--- config.mk ---
export PLATFORM = sky130hd
export DESIGN_NAME = cfg_port_ctrl
export DESIGN_NICKNAME = d
export VERILOG_FILES = /design/src/rtl/cfg_port_pkg.sv /design/src/rtl/cfg_index_ctrl.sv /design/src/rtl/cfg_dev_bank.sv /design/src/rtl/cfg_port_ctrl.sv
export SDC_FILE = /design/constraint.sdc
export NUM_CORES = 1
export LEC_CHECK = 0
export ABC_AREA = 1
export BUFFER_PORTS_ARGS = -buffer_cell sky130_fd_sc_hd__buf_2
export CAP_MARGIN = 5
export CORE_MARGIN = 8
export CORE_UTILIZATION = 56
export CTS_BUF_LIST = sky130_fd_sc_hd__clkbuf_8
export DETAILED_ROUTE_END_ITERATION = 8
export PLACE_DENSITY = 0.78
export SLEW_MARGIN = 20
export SYNTH_ARGS = -nofsm -noshare
export SYNTH_HDL_FRONTEND = slang
export SYNTH_SLANG_ARGS = --single-unit
--- constraint.sdc ---
create_clock -name clk -period 2.3 [get_ports clk]
set_input_delay 0.115 -clock clk [delete_from_list [all_inputs] [get_ports clk]]
set_output_delay 0.115 -clock clk [all_outputs]
set_load 0.01 [all_outputs]
--- src/rtl/cfg_port_pkg.sv ---
package cfg_port_pkg;

    localparam logic [7:0] KEY_UNLOCK    = 8'h87;
    localparam logic [7:0] KEY_LOCK      = 8'hAA;
    localparam logic [7:0] IDX_LDN       = 8'h07;
    localparam logic [7:0] IDX_CHIPID    = 8'h20;
    localparam logic [7:0] IDX_BANK_BASE = 8'h30;
    localparam logic [7:0] RD_LOCKED     = 8'hFF;
    localparam logic [7:0] RD_EMPTY      = 8'h00;

    typedef enum logic [1:0] {
        LK_CLOSED = 2'd0,
        LK_HALF   = 2'd1,
        LK_OPEN   = 2'd2
    } lock_state_e;

    typedef struct packed {
        logic       to_index;
        logic       to_data;
        logic [7:0] data;
    } cfg_wr_t;

    function automatic logic in_bank(input logic [7:0] idx, input int unsigned nregs);
        logic [8:0] off;
        off = {1'b0, idx} - {1'b0, IDX_BANK_BASE};
        return !off[8] && (32'(off) < nregs);
    endfunction

endpackage

--- src/rtl/cfg_index_ctrl.sv ---
module cfg_index_ctrl
    import cfg_port_pkg::*;
(
    input  logic       clk,
    input  logic       rst,
    input  logic       idx_wr,
    input  logic [7:0] wdata,
    output logic       unlocked,
    output logic [7:0] index_q
);

    lock_state_e st_q, st_d;
    logic [7:0]  idx_d;

    always_comb begin
        st_d  = st_q;
        idx_d = index_q;
        if (idx_wr) begin
            case (st_q)
                LK_CLOSED: st_d = (wdata == KEY_UNLOCK) ? LK_HALF : LK_CLOSED;
                LK_HALF:   st_d = (wdata == KEY_UNLOCK) ? LK_OPEN : LK_CLOSED;
                LK_OPEN: begin
                    if (wdata == KEY_LOCK) st_d = LK_CLOSED;
                    else                   idx_d = wdata;
                end
                default:   st_d = LK_CLOSED;
            endcase
        end
    end

    always_ff @(posedge clk) begin
        if (rst) begin
            st_q    <= LK_CLOSED;
            index_q <= '0;
        end else begin
            st_q    <= st_d;
            index_q <= idx_d;
        end
    end

    assign unlocked = (st_q == LK_OPEN);

    AST_OPEN_AFTER_PAIR: assert property (@(posedge clk) disable iff (rst)
        $rose(unlocked) |-> ($past(idx_wr) && $past(wdata) == KEY_UNLOCK && $past(st_q) == LK_HALF));

    AST_RESTART_SEQ: assert property (@(posedge clk) disable iff (rst)
        (st_q == LK_HALF && idx_wr && wdata != KEY_UNLOCK) |=> (st_q == LK_CLOSED));

    AST_RELOCK: assert property (@(posedge clk) disable iff (rst)
        (unlocked && idx_wr && wdata == KEY_LOCK) |=> (!unlocked && $stable(index_q)));

endmodule

--- src/rtl/cfg_dev_bank.sv ---
module cfg_dev_bank #(
    parameter int unsigned NREGS = 4,
    parameter int unsigned RW    = 2
) (
    input  logic                  clk,
    input  logic                  rst,
    input  logic                  wr_en,
    input  logic [RW-1:0]         reg_sel,
    input  logic [7:0]            wdata,
    output logic [NREGS-1:0][7:0] regs_q,
    output logic                  active
);

    always_ff @(posedge clk) begin
        if (rst) begin
            regs_q <= '0;
        end else if (wr_en) begin
            for (int k = 0; k < NREGS; k++) begin
                if (reg_sel == RW'(k)) regs_q[k] <= wdata;
            end
        end
    end

    assign active = regs_q[0][0];

    AST_BANK_HOLD: assert property (@(posedge clk) disable iff (rst)
        !wr_en |=> $stable(regs_q));

endmodule

--- src/rtl/cfg_port_ctrl.sv ---
module cfg_port_ctrl
    import cfg_port_pkg::*;
#(
    parameter int unsigned NUM_DEV   = 4,
    parameter int unsigned BANK_REGS = 4,
    parameter logic [7:0]  CHIP_ID   = 8'h5C
) (
    input  logic                         clk,
    input  logic                         rst,
    input  logic                         bus_sel,
    input  logic                         bus_wr,
    input  logic                         bus_rd,
    input  logic [7:0]                   bus_wdata,
    output logic [7:0]                   bus_rdata,
    output logic [NUM_DEV-1:0]           dev_active,
    output logic [NUM_DEV*BANK_REGS*8-1:0] dev_regs
);

    localparam int unsigned RW = (BANK_REGS > 1) ? $clog2(BANK_REGS) : 1;

    cfg_wr_t                   wreq;
    logic                      unlocked;
    logic [7:0]                index_q;
    logic [7:0]                ldn_q;
    logic                      hit_bank;
    logic [RW-1:0]             reg_sel;
    logic [7:0]                rd_val;
    logic [NUM_DEV-1:0]        bank_wr;
    logic [BANK_REGS-1:0][7:0] bank_q [NUM_DEV];

    assign wreq.to_index = bus_wr && !bus_sel;
    assign wreq.to_data  = bus_wr && bus_sel && unlocked;
    assign wreq.data     = bus_wdata;

    cfg_index_ctrl u_index (
        .clk      (clk),
        .rst      (rst),
        .idx_wr   (wreq.to_index),
        .wdata    (wreq.data),
        .unlocked (unlocked),
        .index_q  (index_q)
    );

    assign hit_bank = in_bank(index_q, BANK_REGS);
    assign reg_sel  = RW'(index_q - IDX_BANK_BASE);

    always_ff @(posedge clk) begin
        if (rst)                                  ldn_q <= '0;
        else if (wreq.to_data && index_q == IDX_LDN) ldn_q <= wreq.data;
    end

    for (genvar d = 0; d < NUM_DEV; d++) begin : g_dev
        assign bank_wr[d] = wreq.to_data && hit_bank && (ldn_q == 8'(d));

        cfg_dev_bank #(
            .NREGS (BANK_REGS),
            .RW    (RW)
        ) u_bank (
            .clk     (clk),
            .rst     (rst),
            .wr_en   (bank_wr[d]),
            .reg_sel (reg_sel),
            .wdata   (wreq.data),
            .regs_q  (bank_q[d]),
            .active  (dev_active[d])
        );

        assign dev_regs[d*BANK_REGS*8 +: BANK_REGS*8] = bank_q[d];
    end

    always_comb begin
        rd_val = RD_EMPTY;
        if (!unlocked) begin
            rd_val = RD_LOCKED;
        end else if (!bus_sel) begin
            rd_val = index_q;
        end else if (index_q == IDX_LDN) begin
            rd_val = ldn_q;
        end else if (index_q == IDX_CHIPID) begin
            rd_val = CHIP_ID;
        end else if (hit_bank) begin
            for (int d = 0; d < NUM_DEV; d++) begin
                for (int k = 0; k < BANK_REGS; k++) begin
                    if (ldn_q == 8'(d) && reg_sel == RW'(k)) rd_val = bank_q[d][k];
                end
            end
        end
    end

    assign bus_rdata = bus_rd ? rd_val : RD_EMPTY;

    AST_LOCKED_NO_WRITE: assert property (@(posedge clk) disable iff (rst)
        !unlocked |=> ($stable(ldn_q) && $stable(dev_regs)));

    AST_LDN_RANGE_IGNORED: assert property (@(posedge clk) disable iff (rst)
        (bus_wr && bus_sel && 32'(ldn_q) >= NUM_DEV) |=> $stable(dev_regs));

endmodule

# After elaboration in Yosys (flattened, before gate mapping)
# Index checks and enable logic that the tools add are counted.
[classes]
reduce_logical = 49
div = 0
mux = 26
bitwise = 1
multipliers = 0
n_eq_ne = 13
n_lt_le_gt_ge = 1
addsub = 2
n_shift = 0
[op_table]
columns = ["operator", "n"]
rows = [
  ["$mux W8", 22],
  ["$reduce_and A2 Y1", 17],
  ["$logic_and A1 B1 Y1", 26],
  ["$eq A8 B2 Y1 const B", 2],
  ["$eq A8 B8 Y1 const B", 2],
  ["$lt A9 B3 Y1 const B", 1],
  ["$sub A8 B6 Y9 const B", 1],
  ["$eq A8 B1 Y1 const B", 1],
  ["$eq A8 B3 Y1 const B", 1],
  ["$eq A8 B6 Y1 const B", 1],
  ["$logic_not A8 Y1", 1],
  ["$eq A2 B2 Y1 const B", 3],
  ["$pmux W2 S3", 1],
  ["$eq A2 B1 Y1 const B", 2],
  ["$logic_not A2 Y1", 2],
  ["$mux W2", 2],
  ["$reduce_and A3 Y1", 1],
  ["$logic_not A1 Y1", 2],
  ["$ne A2 B1 Y1 const B", 1],
  ["$sub A2 B1 Y2 const B", 1],
  ["$mux W1", 1],
  ["$not A1 Y1", 1],
]
[word_totals]
mem_bits_ro = 0
latchBits = 0
mem_bits_rw = 0
out_inout_bits = 140
in_bits = 13
mem_count = 0
reg_bits = 146

# Depth between registers and ports, before layout
# Gate-level depths: netlist (run 1).
[depth]
word_depth = 25
depth_mapped = 18
ltp_nobuf = 17

# Modules after synthesis
# A second synthesis (run 1) with hierarchy kept.
[hier_totals]
cells_unflattened = 1299
area_unflattened_um2 = 8246.7
[by_module_without_submodules]
columns = ["mod", "n_inst", "cells_per_inst", "area_each_um2"]
rows = [
  ["cfg_dev_bank", 4, 209, 1433.9],
  ["cfg_port_ctrl", 1, 394, 1983.2],
  ["cfg_index_ctrl", 1, 69, 528.0],
]

# Worst setup path after synthesis (run 1)
# OpenSTA, ideal clock, no wires.
[synth_path]
path_type = "reg-to-reg"
start = "register u_index.index_q[4]"
end = "register g_dev[3].u_bank.regs_q[21] in the netlist's numbering"
stages_incl_launch_ff = 12
setup_time_ns = 0.086
arrival_time_ns = 1.857
setup_slack_ns = 0.357
period_less_slack_ns = 1.943
cell_sequence = "dfxtp_1 inv_1 ha_1 nor4_1 nand3_1 inv_2 nand2_4 buf_6 nor2_4 buf_2 nor2_1 a211oi_1"
[synth_between]
elab_chain_cells = 6
elab_cells_between_ends = 7
classes_between = "1 x add/sub; 1 x order compare; 5 x reduce/logical"
[synth_lines]
columns = ["item", "line_no", "rtl"]
rows = [
  ["start: declaration", "cfg_index_ctrl.sv:9", "output logic [7:0] index_q"],
  ["start signal: assignment", "cfg_index_ctrl.sv:37", "index_q <= idx_d;"],
  ["$sub A8 B6 Y9 (*)", "cfg_port_pkg.sv:25", "off = {1'b0, idx} - {1'b0, IDX_BANK_BASE};"],
  ["$lt A9 B3 Y1 / $logic_not A1 Y1 (equally long branches)", "cfg_port_pkg.sv:26", "return !off[8] && (32'(off) < nregs);"],
  ["$logic_and A1 B1 Y1 (*)", "cfg_port_pkg.sv:26", ""],
  ["$logic_and A1 B1 Y1 (*) (2 in a row)", "cfg_port_ctrl.sv:53", "assign bank_wr[d] = wreq.to_data && hit_bank && (ldn_q == 8'(d));"],
  ["$reduce_and A2 Y1 (no source line) (*)", "--", ""],
  ["end signal: indexed assignment", "cfg_dev_bank.sv:19", "if (reg_sel == RW'(k)) regs_q[k] <= wdata;"],
  ["end: declaration", "cfg_dev_bank.sv:10", "output logic [NREGS-1:0][7:0] regs_q,"],
]
# Every way passes the cells marked *; elsewhere a longest branch is shown, timed or not.
# A chain may end at the register's enable or synchronous reset.

# Worst setup path after layout (run 1)
[layout_path]
start = "register ldn_q[4]"
end = "output bus_rdata[4]"
[layout_between]
elab_chain_cells = 24
elab_cells_between_ends = 42
classes_between = "3 x eq/ne; 22 x mux; 17 x reduce/logical"
[layout_lines]
columns = ["item", "line_no", "rtl"]
rows = [
  ["start: declaration", "cfg_port_ctrl.sv:24", "logic [7:0] ldn_q;"],
  ["start signal: assignment", "cfg_port_ctrl.sv:49", "else if (wreq.to_data && index_q == IDX_LDN) ldn_q <= wreq.data;"],
  ["$logic_not A8 Y1", "cfg_port_ctrl.sv:84", "if (ldn_q == 8'(d) && reg_sel == RW'(k)) rd_val = bank_q[d][k];"],
  ["$logic_and A1 B1 Y1", "cfg_port_ctrl.sv:84", ""],
  ["$mux W8 (16 in a row)", "cfg_port_ctrl.sv:84", ""],
  ["$mux W8", "cfg_port_ctrl.sv:81", "end else if (hit_bank) begin"],
  ["$mux W8", "cfg_port_ctrl.sv:79", "end else if (index_q == IDX_CHIPID) begin"],
  ["$mux W8 (*)", "cfg_port_ctrl.sv:77", "end else if (index_q == IDX_LDN) begin"],
  ["$mux W8 (*)", "cfg_port_ctrl.sv:75", "end else if (!bus_sel) begin"],
  ["$mux W8 (*)", "cfg_port_ctrl.sv:73", "if (!unlocked) begin"],
  ["$mux W8 (*)", "cfg_port_ctrl.sv:90", "assign bus_rdata = bus_rd ? rd_val : RD_EMPTY;"],
  ["end: declaration", "cfg_port_ctrl.sv:14", "output logic [7:0] bus_rdata,"],
]
# Marked as above.

==> results.toml, run 1 <==
[synth]
seq_area_frac_synth_pct = 43.7
synth_enable_flop_cells = 0
ys_types = 36
postSynthAreaPerCell_um2 = 7.48
syn_nets = 910
synth_ff_type = "dfxtp_1"
async_flop_share_pct = 0
ys_seq_elements = 146
yosys-top-cells-area = "dfxtp_1, a21oi_1, o21ai_0"
netlist.top_cell.by_area = "dfxtp_1"
ys_warn_count = 0
synthCells = 894
ys_top_cells_by_count = "dfxtp_1, a21oi_1, o21ai_0"
yosysMostFrequentCell = "dfxtp_1"
synth_top_area_share_pct = 43.7
synth_area_um2 = 6690

[pwr]
leakagePower_nw = 4.08
power_density_nw_per_um2 = 559
p_total_mw = 5.00
vdd_drop_max_mv = 0.537

[floorplan]
coreArea_um2 = 11900
die_height_um = 125
die-width_um = 125
initial_core_util_pct = 56.4
ios = 153
rows = 40
dieArea_um2 = 15700

[routing]
drtIter0Drc = 998
vias = 7340
antenna_left = 0
drcViolationCount = 0
firstDrtPassIters = 5
viasPerCell = 5.74
wire_per_inst_um = 19.1
routed_wl_um = 24500

[setup_path]
critPathSlowestCell = "dfxtp_2"
crit_required_ps = 2180
crit_top_cell = "nand2_1"
crit_chain = "nor2_2 -> nand2_2 -> nor2_2 -> buf_12 -> nand2_2 -> buf_6 -> inv_2 -> nand2_1 -> nand2_1 -> o21ai_2 -> nand3_1 -> nor2_2 -> nand4_1 -> nor2_2 -> nand4_1 -> nand2_1 -> nand2_1 -> nand2_1 -> a21oi_1 -> buf_2"
critPathBufInv = 4
critical_path_class = "flip-flop to primary output"
worstPathArrival_ps = 2740
path_max_fanout = 13
critical-path-top-delay-family = "simple AND/OR/NAND/NOR gates"
rr_worst_depth = 12
critPathLaunchType = "flip-flop"
slowest_delay_ps = 340
end_kind = "primary output"
cp_num_cells = 20

[final_layout]
layout-drive-gt1-share_pct = 34.6
final_area_um2 = 8950
antenna_cells = 0
area_growth_syn_to_layout_pct = 33.8
instances_no_fill = 1279
nets = 1136
final_util_pct = 75.5

[placement]
pre_cts_ws_ps = -328
placed_area_um2 = 8030
post-place-cells = 1217
numPortBuffers = 152
dpl.hpwl_um = 16800
gp_congestion = 0.957

[sta]
period_needed_ps = 2850
worst_pin_slew_ps = 859
fmax_mhz = 350
finalSetupTns_ps = -3730
fin_worst_skew_ps = 7.78
rsz0062_at_grt = "true"
finalCritPeriodShare_pct = 124
slew_violations = 0
whs_ps = 31.9
final_hold_viol_count = 0
setup_violations = 8
fin_ws_ps = -555
timing.slew.headroom_pct = 42.3

[clock_network]
h-tree-depth = 4
cts_tree = "built"
cts_buffers = 17
clk_pin_slew_ps = 80
cts.path.max_buffers = 2
clk_latency_ps = 460
cts-root-buf = "clkbuf_8"
cts_num_sinks = 146

[global_route]
grt-ovfl-total = 0
grt_usage_pct = 30.0
grt_pass1_wl_um = 37500
grt_pass1_vias = 6943
grt_max_degree = 110
antenna_found_initial = 0

[outcome]
status = "finished, violations left"
failed_checks = "setup timing"

[hold_path]
hold_depth = 3
worstHoldPathType = "input pin to flip-flop"

[job]
maxCapViolCount = 0
routing by layer:
layer | share of wire (%) | global-route usage [%]
met1 | 41 | 37.9
met2 | 47 | 47.0
met3 | 9.4 | 7.99
met4 | 3.1 | 13.8
met5 | 0 | 0
what timing repair did:
| item | 4_1_cts | 5_1_grt |
|---|---|---|
| endpoints found under the setup margin | 9 | 38 |
| hold buffers | 5 | 0 |
| buffers inserted | 9 | 17 |
| pin swaps | 23 | 19 |
| gates cloned | 0 | 2 |
| hold endpoints to repair | 5 | 0 |
| resized for setup | 45 | 20 |
flip-flops by register name, summed over array words and instances (netlist names):
signal / count
g_dev.u_bank.active: 4
g_dev.u_bank.regs_q: 124
ldn_q: 8
u_index.index_q: 8
u_index.st_q: 2
cell families after synthesis:
kind of cell    synth area share (%)
simple gates                    23.7
compound gates                  23.5
flops                           43.7
buf+inv                         8.28
fa+ha+maj                      0.561
xor+xnor                       0.262
worst register-to-register path, stage by stage, from the launching register on:
cell     delay (ps)
dfxtp_2         370
inv_1            70
ha_1            280
nor4_2          150
nand3_1         170
inv_2           110
buf_4           140
nand2_8          90
buf_4           210
nor2_2          120
buf_2           200
buf_4           130
a21oi_1          60
area by class of cell:
| type | instances | area (um2) |
|---|---|---|
| Multi-Input combinational cell | 619 | 3350 |
| Timing Repair Buffer | 262 | 1750 |
| Clock inverter | 13 | 184 |
| Tap cell | 147 | 184 |
| Fill cell | 932 | 2910 |
| Clock buffer | 18 | 248 |
| Inverter | 74 | 289 |
| Sequential cell | 146 | 2940 |
power breakdown:
group	internal, mW	switching (mW)
clock	1.20	1.01
combinational	0.0676	0.177
sequential	2.53	0.00784
total	3.80	1.20
cell usage in the layout, fill, tap and decap left out, types with 6 or more instances in the layout:
| master | instances |
|---|---|
| buf_2 | 153 |
| a21oi_1 | 136 |
| dfxtp_1 | 135 |
| o21ai_0 | 117 |
| nand2_1 | 110 |
| buf_4 | 82 |
| nor2_1 | 71 |
| inv_1 | 41 |
| nand3_1 | 39 |
| a211oi_1 | 32 |
| nor2_2 | 24 |
| inv_2 | 23 |
| nand4_1 | 20 |
| clkbuf_8 | 18 |
| nor2_4 | 14 |
| buf_6 | 12 |
| dfxtp_2 | 11 |
| buf_12 | 9 |
| clkinv_1 | 8 |
| nand2_2 | 7 |
| nor3_1 | 6 |
| clkinvlp_4 | 6 |
final timing paths:
path,startpoint,end,slack [ps]
min,bus_wdata[5],ldn_q[5],30
max,ldn_q[4],bus_rdata[4],-550
max reg2reg,u_index.index_q[5],g_dev[1].u_bank.regs_q[1],60
min reg2reg,ldn_q[5],ldn_q[5],500
Power figures use the tool's default switching activity.
==> run 2: changes to the inputs <==
PLACE_DENSITY = 0.85   (was 0.78)
==> run 2 against run 1 <==
Net effect: the flow still finishes with violations (setup timing); die area did not move; register-to-register slack improved by 20 ps; maximum frequency fell by 0.15%; first-iteration DRC count fell by 7.8%; flip-flop and latch count did not move; count of clock-buffer cells in the layout rose by 1; non-clock buffer count fell by 16; utilization fell by 0.72 points; clock power fell by 4%; cell count fell by 1.3%; critical path type unchanged; largest power group unchanged; highest routed layer unchanged.
==> results.toml, run 2 (synthesis results as in run 1) <==
[pwr]
clockPowerShare_pct = 43.4
power_switching_mw = 1.20
swShare_pct = 24.3
power_density_nw_per_um2 = 556
seq_power_share_pct = 51.5
p_total_mw = 4.93
intPower_mw = 3.73
leakagePower_nw = 4.05
vdd_drop_max_mv = 0.438
pwr-share-comb_pct = 5.0

[setup_path]
critPathLaunchType = "flip-flop"
crit_chain = "nor2_4 -> nand3_2 -> nor2_4 -> inv_4 -> nor2_8 -> inv_2 -> or2_0 -> nand2_1 -> nand4_1 -> nand2_1 -> nand3_2 -> nand2_1 -> nand3_1 -> nand2_1 -> nand2_1 -> nand2_1 -> a21oi_1 -> buf_2"
slowest_delay_ps = 340
critPathSlowestCell = "dfxtp_2"
critPathBufInv = 3
critical_path_class = "flip-flop to primary output"
worstPathArrival_ps = 2740
rr_startpoint = "u_index.index_q[4]"
rr_worst_depth = 12
r2r-end = "g_dev[1].u_bank.regs_q[17]"
path_max_fanout = 4
critical-path-top-delay-family = "simple AND/OR/NAND/NOR gates"
crit_required_ps = 2180
crit_top_cell = "nand2_1"
r2r_setup_slack_ps = 80
end_kind = "primary output"

[routing]
drcViolationCount = 0
routed_wl_um = 24700
drtIter0Drc = 920
antenna_left = 0
vias = 7474
viasPerCell = 5.92
firstDrtPassIters = 7
wire_per_inst_um = 19.5

[clock_network]
cts_buffers = 17
cts-root-buf = "clkbuf_8"
clk_pin_slew_ps = 90
cts_tree = "built"
h-tree-depth = 4
clk_latency_ps = 450
cts_num_sinks = 146
cts.path.max_buffers = 2

[placement]
numPortBuffers = 152
dpl.hpwl_um = 16100
post-place-cells = 1204
pre_cts_ws_ps = -103
gp_congestion = 0.994

[floorplan]
ios = 153
die-width_um = 125
initial_core_util_pct = 56.4
dieArea_um2 = 15700
die_height_um = 125
coreArea_um2 = 11900
rows = 40

[global_route]
grt-ovfl-total = 0
grt_max_degree = 110
antenna_found_initial = 0
grt_usage_pct = 29.1
grt_pass1_vias = 6942
grt_pass1_wl_um = 36500

[final_layout]
area_growth_syn_to_layout_pct = 32.5
layout-drive-gt1-share_pct = 34.7
reg_top3 = "g_dev.u_bank.regs_q (124), ldn_q (8), u_index.index_q (8)"
final_common_cell = "buf_2"
final_cell_mix = "buf_2, a21oi_1, dfxtp_1"
nFillCells = 862
multi_input_area_um2 = 3440
top_register = "g_dev.u_bank.regs_q"
layout.area.seq_um2 = 2940
instances_no_fill = 1263
largest_register_ffs = 124
nets = 1120
antenna_cells = 0

[sta]
worst_pin_slew_ps = 782
final_hold_viol_count = 0
finalCritPeriodShare_pct = 124
period_needed_ps = 2860
fmax_mhz = 350
fin_ws_ps = -559
rsz0062_at_grt = "true"
slew_violations = 0
timing.slew.headroom_pct = 47.6
fin_worst_skew_ps = 14.1
setup_violations = 8

[job]
maxCapViolCount = 0

[hold_path]
worstHoldStart = "bus_wdata[5]"
hold_depth = 3
worstHoldPathType = "input pin to flip-flop"
whs_endpoint = "ldn_q[5]"

[outcome]
failed_checks = "setup timing"
status = "finished, violations left"
-- run 2: cell types whose count changed in the layout (fill, tap and decap cells not counted), moves of 5 or more --
| cell | change |
|---|---|
| nand3_1 | -10 |
| buf_6 | -8 |
| nand3_2 | +11 |
| nor2_4 | +7 |
| buf_4 | -6 |
| nor2_1 | -5 |
| nand2_4 | +5 |
-- run 2: layout make-up --
class                      instances  area share [%]
clock buffer                      19            2.95
clock inverter                    12            1.76
inverter                          74            3.22
multi-input combinational        619            38.8
sequential                       146            33.2
tap                              147            2.07
timing repair buffer             246            18.1
-- run 2: timing repair --
action                                 in CTS  in global routing
hold buffers                                5                  0
endpoints found under the hold margin       5                  0
pin swaps                                  20                 34
setup buffers                              11                 13
setup endpoints to repair                   8                 32
gates resized for setup                    38                 38
-- run 2: power groups by stage --
stage                     registers [mW]  clock network (mW)  logic (mW)
after floorplan                     2.59                   0       0.125
after global placement              2.60                   0       0.221
after detailed placement            2.60                   0       0.222
after CTS                           2.54                2.14       0.234
after global routing                2.54                2.26       0.262
final                               2.54                2.14       0.248
-- run 2: per-layer routing --
layer,track usage (%),wire (um),vias to the layer above
met3,6.80,2320,122
met5,0,0,-
met1,35.2,9450,3395
met4,17.3,1380,0
met2,46.3,11500,487
li1,-,-,3470
-- run 2: how the worst max path moves through the flow --
stage	slack (ps)	depth (start not counted)	endpoint	from
after CTS	-550	18	bus_rdata[6]	ldn_q[4]
after detailed placement	-100	20	bus_rdata[1]	u_index.index_q[0]
after global routing	-760	19	bus_rdata[1]	ldn_q[3]
after floorplan	360	11	g_dev[3].u_bank.regs_q[21]	u_index.index_q[4]
final	-560	18	bus_rdata[1]	ldn_q[3]
after global placement	-100	18	bus_rdata[6]	ldn_q[6]
-- run 2: tightest hold or removal path, delay by kind of cell --
family          cells  cell delay, ps
buf+inv             1             120
compound gates      2             240
-- run 2: per-stage QoR --
stage,cell area [um2],utilization (%),TNS (ps),hold WS [ps]
3_3_place_gp,7950,67.1,-247,446
3_5_place_dp,7950,67.1,-355,443
4_1_cts,8600,72.5,-3500,44.3
6_report,8860,74.7,-3940,81.5
5_1_grt,8860,74.7,-5320,79.5
2_1_floorplan,6690,-,0,279
==> run 3: changes to the inputs <==
BUFFER_PORTS_ARGS = -buffer_cell sky130_fd_sc_hd__buf_4   (was -buffer_cell sky130_fd_sc_hd__buf_2)
==> run 3 against run 2 <==
Net effect: via count decreased by 0.35%; maximum frequency decreased by 3.9%; register-to-register slack about the same; largest cell class unchanged; combinational power increased by 6%; critical path type unchanged; critical path depth decreased by 1; highest routed layer unchanged; the run still ends with setup timing left; critical endpoint is now bus_rdata[3].
==> results.toml, run 3 (synthesis results as in run 1) <==
[setup_path]
rr_worst_depth = 14
path_max_fanout = 4
worstPathArrival_ps = 2860
slowest_delay_ps = 330
critPathBufInv = 2
critical_path_class = "flip-flop to primary output"
r2r-end = "g_dev[1].u_bank.regs_q[14]"
rr_startpoint = "u_index.index_q[5]"
critPathSlowestCell = "dfxtp_2"
end_kind = "primary output"
crit_top_cell = "nand2_1"
critical-path-top-delay-family = "simple AND/OR/NAND/NOR gates"
crit_required_ps = 2180
crit_chain = "nor2_2 -> nand2_2 -> buf_6 -> nor2_4 -> nand2_4 -> or2_0 -> o21ai_2 -> nand4_1 -> nor2_2 -> nand4_1 -> nor2_1 -> nand3_1 -> nand2_1 -> nand2_1 -> nand2_1 -> a21oi_1 -> buf_4"
cp_num_cells = 17
r2r_setup_slack_ps = 90
critPathLaunchType = "flip-flop"

[placement]
numPortBuffers = 152
pre_cts_ws_ps = -244
dpl.hpwl_um = 16500
gp_congestion = 0.984
post-place-cells = 1209

[routing]
viasPerCell = 5.86
wire_per_inst_um = 19.0
drtIter0Drc = 926
drcViolationCount = 0
antenna_left = 0
routed_wl_um = 24200
vias = 7448
firstDrtPassIters = 6

[hold_path]
worstHoldPathType = "input pin to flip-flop"
hold_depth = 3
worstHoldStart = "bus_wdata[5]"
whs_endpoint = "ldn_q[5]"

[clock_network]
clk_latency_ps = 470
cts_tree = "built"
clk_pin_slew_ps = 80
cts.path.max_buffers = 2
cts-root-buf = "clkbuf_8"
cts_buffers = 17
h-tree-depth = 4
cts_num_sinks = 146

[global_route]
grt_max_degree = 110
antenna_found_initial = 0
grt_pass1_wl_um = 36700
grt-ovfl-total = 0
grt_pass1_vias = 6936
grt_usage_pct = 29.2

[sta]
worst_pin_slew_ps = 766
fmax_mhz = 336
slew_violations = 0
rsz0062_at_grt = "true"
final_hold_viol_count = 0
finalSetupTns_ps = -4410
setup_violations = 8
finalCritPeriodShare_pct = 129
period_needed_ps = 2970
timing.slew.headroom_pct = 48.6
fin_worst_skew_ps = 14.9
fin_ws_ps = -675

[floorplan]
dieArea_um2 = 15700
die-width_um = 125
die_height_um = 125
ios = 153
rows = 40
coreArea_um2 = 11900
initial_core_util_pct = 56.4

[final_layout]
reg_top3 = "g_dev.u_bank.regs_q (124), ldn_q (8), u_index.index_q (8)"
largest_register_ffs = 124
layout-drive-gt1-share_pct = 33.3
final_util_pct = 78.0
instances_no_fill = 1272
area_growth_syn_to_layout_pct = 38.4
final_cell_mix = "buf_4, a21oi_1, dfxtp_1"
final_common_cell = "buf_4"
top_register = "g_dev.u_bank.regs_q"
antenna_cells = 0
nets = 1128

[pwr]
leakagePower_nw = 4.02
p_total_mw = 4.91
power_density_nw_per_um2 = 530
vdd_drop_max_mv = 0.541

[outcome]
status = "finished, violations left"
failed_checks = "setup timing"

[job]
maxCapViolCount = 0
## run 3: metal layers
layer | up-vias | part of all wire [%] | track usage [%]
li1 | 3474 | - | -
met1 | 3451 | 40 | 35.9
met2 | 426 | 47 | 47.3
met3 | 97 | 8.6 | 6.67
met4 | 0 | 4.0 | 14.8
met5 | - | 0 | 0
## run 3: report_power, final
| group | switching [mW] | leakage, nW | total (mW) | internal (mW) |
|---|---|---|---|---|
| registers | 0.00825 | 1.18 | 2.54 | 2.53 |
| clock network | 1.01 | 0.208 | 2.11 | 1.10 |
| logic | 0.180 | 2.63 | 0.262 | 0.0826 |
## run 3: layout make-up
cell class,count,area (um2)
multi-input cells,620,3360
flip-flops and latches,146,2940
fillers,825,2610
repair buffers,253,2080
inverters,74,283
clock buffers,18,248
well taps,147,184
clock inverters,14,161
## run 3: how the worst max path moves through the flow
stage,startpoint,end,slack (ps)
after floorplan,u_index.index_q[4],g_dev[3].u_bank.regs_q[21],360
after global placement,ldn_q[7],bus_rdata[3],-200
after detailed placement,ldn_q[7],bus_rdata[3],-240
after CTS,ldn_q[5],bus_rdata[3],-620
after global routing,ldn_q[5],bus_rdata[1],-790
final,ldn_q[7],bus_rdata[3],-670
## run 3: timing repair
action                     4_1_cts  5_1_grt
resized for setup               34       25
buffers inserted                 7       17
hold buffers                     6        0
setup endpoints to repair       10       89
hold endpoints to repair         6        0
pin swaps                       19       25
gates cloned                     0        1
## run 3: tightest hold or removal path: stages
cell	delay, ps
buf_4	110
o21ai_0	90
a21oi_1	140
## run 3: per-stage QoR
| stage | cell area (um2) | hold slack [ps] |
|---|---|---|
| final | 9260 | 24.8 |
| after floorplan | 6690 | 279 |
| after CTS | 8970 | 15.7 |
| after global routing | 9260 | 13.0 |
| after detailed placement | 8350 | 438 |
| after global placement | 8350 | 433 |
